--- src/rtl/lat_decoder_pkg.sv ---
package lat_decoder_pkg;

    typedef enum logic {
        LAT_OPEN = 1'b0,
        LAT_HOLD = 1'b1
    } lat_mode_e;

    function automatic lat_mode_e mode_of(input logic hold);
        return hold ? LAT_HOLD : LAT_OPEN;
    endfunction

endpackage

--- src/rtl/lat_addr_hold.sv ---
module lat_addr_hold
    import lat_decoder_pkg::*;
#(
    parameter int ADDR_W = 3
) (
    input  logic              clk_i,
    input  logic              rst_ni,
    input  logic [ADDR_W-1:0] addr_i,
    input  logic              hold_i,
    output logic [ADDR_W-1:0] eff_o
);

    typedef struct packed {
        logic [ADDR_W-1:0] addr;
    } hold_state_t;

    hold_state_t st_d, st_q;
    lat_mode_e   mode;

    always_comb begin
        mode = mode_of(hold_i);
        st_d = st_q;
        if (mode == LAT_OPEN) begin
            st_d.addr = addr_i;
        end
        eff_o = (mode == LAT_OPEN) ? addr_i : st_q.addr;
    end

    always_ff @(posedge clk_i or negedge rst_ni) begin
        if (!rst_ni) begin
            st_q <= '0;
        end else begin
            st_q <= st_d;
        end
    end

endmodule

--- src/rtl/lat_onehot_dec.sv ---
module lat_onehot_dec #(
    parameter int ADDR_W = 3,
    localparam int N_OUT = 1 << ADDR_W
) (
    input  logic [ADDR_W-1:0] idx_i,
    output logic [N_OUT-1:0]  line_o
);

    for (genvar g = 0; g < N_OUT; g++) begin : g_line
        assign line_o[g] = (idx_i == ADDR_W'(g));
    end

endmodule

--- src/rtl/lat_out_gate.sv ---
module lat_out_gate #(
    parameter int N_OUT       = 8,
    parameter bit ACTIVE_HIGH = 1'b1
) (
    input  logic [N_OUT-1:0] line_i,
    input  logic             en_i,
    input  logic             en_ni,
    output logic [N_OUT-1:0] sel_o
);

    logic             en_ok;
    logic [N_OUT-1:0] gated;

    always_comb begin
        en_ok = en_i & ~en_ni;
        gated = en_ok ? line_i : '0;
    end

    if (ACTIVE_HIGH) begin : g_pol_high
        assign sel_o = gated;
    end else begin : g_pol_low
        assign sel_o = ~gated;
    end

endmodule

--- src/rtl/lat_decoder.sv ---
module lat_decoder #(
    parameter int ADDR_W      = 3,
    parameter bit ACTIVE_HIGH = 1'b1,
    localparam int N_OUT      = 1 << ADDR_W
) (
    input  logic              clk_i,
    input  logic              rst_ni,
    input  logic [ADDR_W-1:0] addr_i,
    input  logic              hold_i,
    input  logic              en_i,
    input  logic              en_ni,
    output logic [N_OUT-1:0]  sel_o
);

    logic [ADDR_W-1:0] eff_addr;
    logic [N_OUT-1:0]  raw_line;

    lat_addr_hold #(.ADDR_W(ADDR_W)) u_hold (
        .clk_i  (clk_i),
        .rst_ni (rst_ni),
        .addr_i (addr_i),
        .hold_i (hold_i),
        .eff_o  (eff_addr)
    );

    lat_onehot_dec #(.ADDR_W(ADDR_W)) u_dec (
        .idx_i  (eff_addr),
        .line_o (raw_line)
    );

    lat_out_gate #(.N_OUT(N_OUT), .ACTIVE_HIGH(ACTIVE_HIGH)) u_gate (
        .line_i (raw_line),
        .en_i   (en_i),
        .en_ni  (en_ni),
        .sel_o  (sel_o)
    );

endmodule

--- config.mk ---
export PLATFORM = sky130hd
export DESIGN_NAME = lat_decoder
export DESIGN_NICKNAME = d
export VERILOG_FILES = /design/src/rtl/lat_decoder_pkg.sv /design/src/rtl/lat_addr_hold.sv /design/src/rtl/lat_onehot_dec.sv /design/src/rtl/lat_out_gate.sv /design/src/rtl/lat_decoder.sv
export SDC_FILE = /design/constraint.sdc
export NUM_CORES = 1
export LEC_CHECK = 0
export ABC_CLOCK_PERIOD_IN_PS = 1300
export BUFFER_PORTS_ARGS = -buffer_cell sky130_fd_sc_hd__buf_2
export CORE_AREA = 2 2 39 41
export DETAILED_ROUTE_END_ITERATION = 8
export DIE_AREA = 0 0 41 43
export RECOVER_POWER = 50
export REMOVE_ABC_BUFFERS = 1
export SLEW_MARGIN = 5
export SYNTH_ARGS = -nofsm -noshare
export SYNTH_HDL_FRONTEND = slang
export SYNTH_SLANG_ARGS = --single-unit
--- constraint.sdc ---
create_clock -name clk_i -period 1.3 [get_ports clk_i]
set_input_delay 0.13 -clock clk_i [delete_from_list [all_inputs] [get_ports clk_i]]
set_output_delay 0.13 -clock clk_i [all_outputs]
set_load 0.01 [all_outputs]
==> flow_summary.ini, run 1 <==
[place]
gp_congestion = 0.6935
dpl.hpwl_um = 418.9
portBuffers = 15
pre_cts_ws_ps = 47.49
placed_cells = 52

[drt]
vias = 241
post_drt_wl_per_cell_um = 11.41
via_per_inst = 4.155
drtIter0Drc = 0
first_pass_iters = 1
routed_wl_um = 662
drtAntennaViolNets = 0
drc = 0

[cells_and_area]
largest_reg_flops = 3
largest-register = u_hold.st_q
areaGrowthSynthToFinish_pct = 108.0
final_cell_count_no_fill = 58
reg.largest.list = u_hold.st_q x3
antenna_cells = 0
drive_above_1_share = 0.7857
layout.nets = 51

[cts]
htreeDepth = 1
numCtsBuffers = 3
clkSinkCount = 3
clockBufferDepth = 2
cts_root_buf = clkbuf_4
clk_pin_slew_ps = 40
cts_tree = built
clk_latency_ps = 230

[synthesis]
yosys-top-cells-area = dfrtp_1 40%, nor4_1 27%, mux2i_2 22%, inv_2 6.0%, nand2b_1 3.3%
syn_inst = 19
synth_area_um2 = 187.7
yosysWarnings = 0
synth_top_area_cell = dfrtp_1
yosysSeqAreaShare = 0.4000
ys_ff_latch = 3
synth_cell_type_count = 6
synth.top_cell.area_share = 0.4000
avgSynthCellArea_um2 = 9.878

[setup_path]
reg2reg_to = u_hold.st_q[1]
worst-path-max-fanout = 5
endpoint = sel_o[1]
worstPathArrival_ps = 1330
worst-setup-path-type = flip-flop to output pin
slowest_stage = dfrtp_1
worstPathCellList = mux2i_2 > inv_2 > nor4_2 > buf_2
slowest_delay_ps = 360
r2r_cells = 3
cp.required_ps = 1170
crit_path_end_kind = output pin
r2r_start = u_hold.st_q[1]
rrSetupSlack_ps = 360
critical_path.startpoint = u_hold.st_q[1]
critPathLaunchType = flip-flop

[timing]
finalSetupViolCount = 8
rsz0062_at_grt = true
tns_ps = -1070
period_needed_ps = 1462
worstMarginPinSlew_ps = 467.3
clock.fmax_mhz = 684.0
relSlewSlack = 0.6884
slew_viol_final = 0
timing.final.ws_setup_ps = -162.0
timing.hold.ws_ps = 209.4
hold_viol = 0
fin_crit_sh = 1.125
finalClockSkew_ps = 0

[die]
die_x_um = 41
start_util = 0.1356
die-height_um = 43
num_rows = 14
core_area_um2 = 1384
ios = 16
die-area_um2 = 1763

[min_path]
hp-class = primary input to flip-flop

[run]
drv_cap = 0

[global_routing]
grt_max_degree = 9
grt-ovfl-total = 0
grtUsageTotal = 0.09586
grt_pass1_vias = 237
grt_pass1_wl_um = 1028
antenna_found_initial = 0

[pwr]
cellLeakagePower_nw = 0.1776
total_power_uw = 384.5
p_per_area_nw_per_um2 = 984.9
max-vdd-ir-drop_uv = 265.0

[outcome]
violations = setup timing
status = complete, but fails checks
routing by layer:
layer  GRT usage  vias to the layer above  wire, um
met3     0.03141                        0        38
met5           0                        -         0
met2      0.1250                       10       345
li1            -                      118         -
met1      0.1111                      113       278
met4      0.1000                        0         0
cell usage after synthesis:
cell,n
inv_2,3
nand2b_1,1
dfrtp_1,3
mux2i_2,3
nor4_1,8
buf_1,1
cells by family (layout without fill, tap and decap cells):
| logic type | count (synthesis) | after routing | share of synthesized area |
|---|---|---|---|
| flip-flops | 3 | 3 | 0.4000 |
| AND/OR/NAND/NOR | 9 | 9 | 0.3000 |
| buffers and inverters | 4 | 27 | 0.07998 |
| multiplexers | 3 | 3 | 0.2200 |
critical path: cells and delay by family (launching register included):
| kind | cells | cell delay, ps |
|---|---|---|
| buffers and inverters | 2 | 290 |
| AND/OR/NAND/NOR | 1 | 250 |
| flip-flops | 1 | 360 |
| multiplexers | 1 | 210 |
through the flow:
step / cell area [um2] / utilization
2_1_floorplan: 183.9 / -
3_3_place_gp: 301.5 / 0.2179
3_5_place_dp: 301.5 / 0.2179
4_1_cts: 382.9 / 0.2767
5_1_grt: 390.4 / 0.2821
6_report: 390.4 / 0.2821
final cells by class:
| type | count | area [um2] |
|---|---|---|
| well taps | 16 | 20.02 |
| flip-flops and latches | 3 | 75.07 |
| multi-input cells | 12 | 143.9 |
| fillers | 152 | 993.5 |
| inverters | 3 | 11.26 |
| clock buffers | 4 | 26.28 |
| repair buffers | 20 | 113.9 |
power breakdown:
part / switching, mW / leakage, nW / internal (mW)
Clock: 0.0502 / 0.0150 / 0.115
Combinational: 0.0647 / 0.128 / 0.0475
Sequential: 0.00369 / 0.0351 / 0.103
layout by cell type (no fill, tap or decap):
cell           count
mux2i_2            3
buf_2             14
buf_4              4
nor4_2             5
nand2b_1           1
inv_2              3
dlygate4sd3_1      1
nor4_1             2
clkbuf_1           2
nor4_4             1
clkbuf_4           3
dfrtp_1            3
what timing repair did:
item / 4_1_cts / 5_1_grt
pin swaps: 5 / 1
endpoints found under the hold margin: 3 / 0
resized for setup: 6 / 1
endpoints found under the setup margin: 8 / 8
buffers inserted: 1 / 0
hold buffers: 1 / 0
worst min-delay path by stage:
stage / from / end / depth (start not counted)
finish: addr_i[2] / u_hold.st_q[2] / 3
global placement: rst_ni / u_hold.st_q[1] / 1
floorplan: rst_ni / u_hold.st_q[0] / 0
detailed placement: rst_ni / u_hold.st_q[1] / 1
CTS: addr_i[2] / u_hold.st_q[2] / 3
global route: addr_i[2] / u_hold.st_q[2] / 3
Power figures use the tool's default switching activity.
==> inputs of run 2 (changes only) <==
CELL_PAD_IN_SITES_DETAIL_PLACEMENT = 1   (was not set)
CELL_PAD_IN_SITES_GLOBAL_PLACEMENT = 1   (was not set)
PLACE_DENSITY_LB_ADDON = 0.1   (was not set)
==> run 2 against run 1 <==
  * The flow still finishes with violations (setup timing)
  * Highest routed layer is now met4
  * Clock power about the same
  * Fmax shrank 1.1%
  * Non-clock buffer count rose by 1
  * Critical path depth stayed put
  * First-iteration DRC count grew 1
  * Sequential power is essentially flat
  * Via count up 0.41%
  * Largest power group unchanged
  * Core utilization increased by 1.6 points
  * Die area unchanged
==> flow_summary.ini, run 2 (same netlist as run 1, synthesis figures left out) <==
[outcome]
status = complete, but fails checks
violations = setup timing

[cts]
clk_pin_slew_ps = 40
numCtsBuffers = 3
cts_root_buf = clkbuf_4
clk_latency_ps = 230
clkSinkCount = 3
htreeDepth = 1
clockBufferDepth = 2
cts_tree = built

[global_routing]
grtUsageTotal = 0.1063
grt-ovfl-total = 0
grt_max_degree = 9
grt_pass1_wl_um = 1179
grt_pass1_vias = 279
antenna_found_initial = 0

[timing]
period_needed_ps = 1479
finalSetupViolCount = 8
finalClockSkew_ps = 0
worstMarginPinSlew_ps = 519.4
timing.hold.ws_ps = 234.2
hold_viol = 0
tns_ps = -1128
slew_viol_final = 0
rsz0062_at_grt = true
fin_crit_sh = 1.137
clock.fmax_mhz = 676.3
timing.final.ws_setup_ps = -178.6
relSlewSlack = 0.6537

[die]
die-height_um = 43
die-area_um2 = 1763
ios = 16
core_area_um2 = 1384
die_x_um = 41
num_rows = 14
start_util = 0.1356

[drt]
first_pass_iters = 3
post_drt_wl_per_cell_um = 11.86
drtAntennaViolNets = 0
drc = 0
vias = 242
via_per_inst = 4.102
drtIter0Drc = 1
routed_wl_um = 700

[place]
dpl-instance-area_um2 = 301.5
gp_congestion = 0.6525
portBuffers = 15
pre_cts_ws_ps = 60.41

[cells_and_area]
final_cell_mix = 14 x buf_2, 5 x nor4_2, 5 x buf_4
largest_reg_flops = 3
largest-register = u_hold.st_q
final_util = 0.2984
final_common_cell = buf_2
final_area_um2 = 412.9
reg.largest.list = u_hold.st_q x3
drive_above_1_share = 0.8140
layout.nets = 52
antenna_cells = 0
areaGrowthSynthToFinish_pct = 120.0

[setup_path]
reg2reg_to = u_hold.st_q[0]
worstPathArrival_ps = 1350
r2r_cells = 3
worst-setup-path-type = flip-flop to output pin
rrSetupSlack_ps = 350
cp.required_ps = 1170
critical_path.startpoint = u_hold.st_q[0]
critPathLaunchType = flip-flop
r2r_start = u_hold.st_q[0]
crit_path_end_kind = output pin
worst-path-max-fanout = 5

[pwr]
max-vdd-ir-drop_uv = 213.3
p_per_area_nw_per_um2 = 958.8
cellLeakagePower_nw = 0.1845

[run]
drv_cap = 0

[min_path]
hp-class = primary input to async pin
run 2: cell types whose count changed in the layout (fill, tap and decap cells not counted):
cell / previous run / this run
nor4_4: 1 / 2
nor4_1: 2 / 1
buf_4: 4 / 5
run 2: final cells by class:
| class | count | area [um2] |
|---|---|---|
| Clock buffer | 4 | 26.28 |
| Fill cell | 169 | 970.9 |
| Inverter | 3 | 11.26 |
| Multi-Input combinational cell | 12 | 158.9 |
| Sequential cell | 3 | 75.07 |
| Tap cell | 16 | 20.02 |
| Timing Repair Buffer | 21 | 121.4 |
run 2: worst max-delay path by stage:
stage               endpoint  slack [ps]  depth (start not counted)
finish              sel_o[4]        -180                          4
global route        sel_o[2]        -270                          4
CTS                 sel_o[0]        -190                          4
detailed placement  sel_o[0]          60                          5
global placement    sel_o[4]          80                          5
floorplan           sel_o[0]          30                          3
run 2: timing repair:
| action | 4_1_cts | 5_1_grt |
|---|---|---|
| resized for setup | 4 | 5 |
| hold buffers | 1 | 0 |
| pin swaps | 2 | 3 |
| setup endpoints to repair | 8 | 8 |
| buffers inserted | 0 | 2 |
| hold endpoints to repair | 3 | 0 |
run 2: power breakdown:
| part | switching [mW] | leakage [nW] | internal [mW] |
|---|---|---|---|
| clock network | 0.0498 | 0.0150 | 0.115 |
| logic | 0.0714 | 0.134 | 0.0524 |
| registers | 0.00393 | 0.0351 | 0.103 |
run 2: metrics by stage:
stage / std cells / power [mW]
6_report: 59 / 0.3959
5_1_grt: 59 / 0.4223
4_1_cts: 57 / 0.3787
3_5_place_dp: 52 / 0.1944
3_3_place_gp: 52 / 0.1939
2_1_floorplan: 18 / 0.1509
run 2: routing by layer:
layer	routed length, um	track usage	vias to the layer above
met1	275	0.1186	108
li1	-	-	119
met5	0	0	-
met2	349	0.1500	13
met3	57	0	2
met4	17	0.1400	0
run 2: critical path: stages (launching register included):
cell and delay, ps:
dfrtp_1 360, mux2i_2 210, inv_2 120, nor4_1 250, buf_2 170
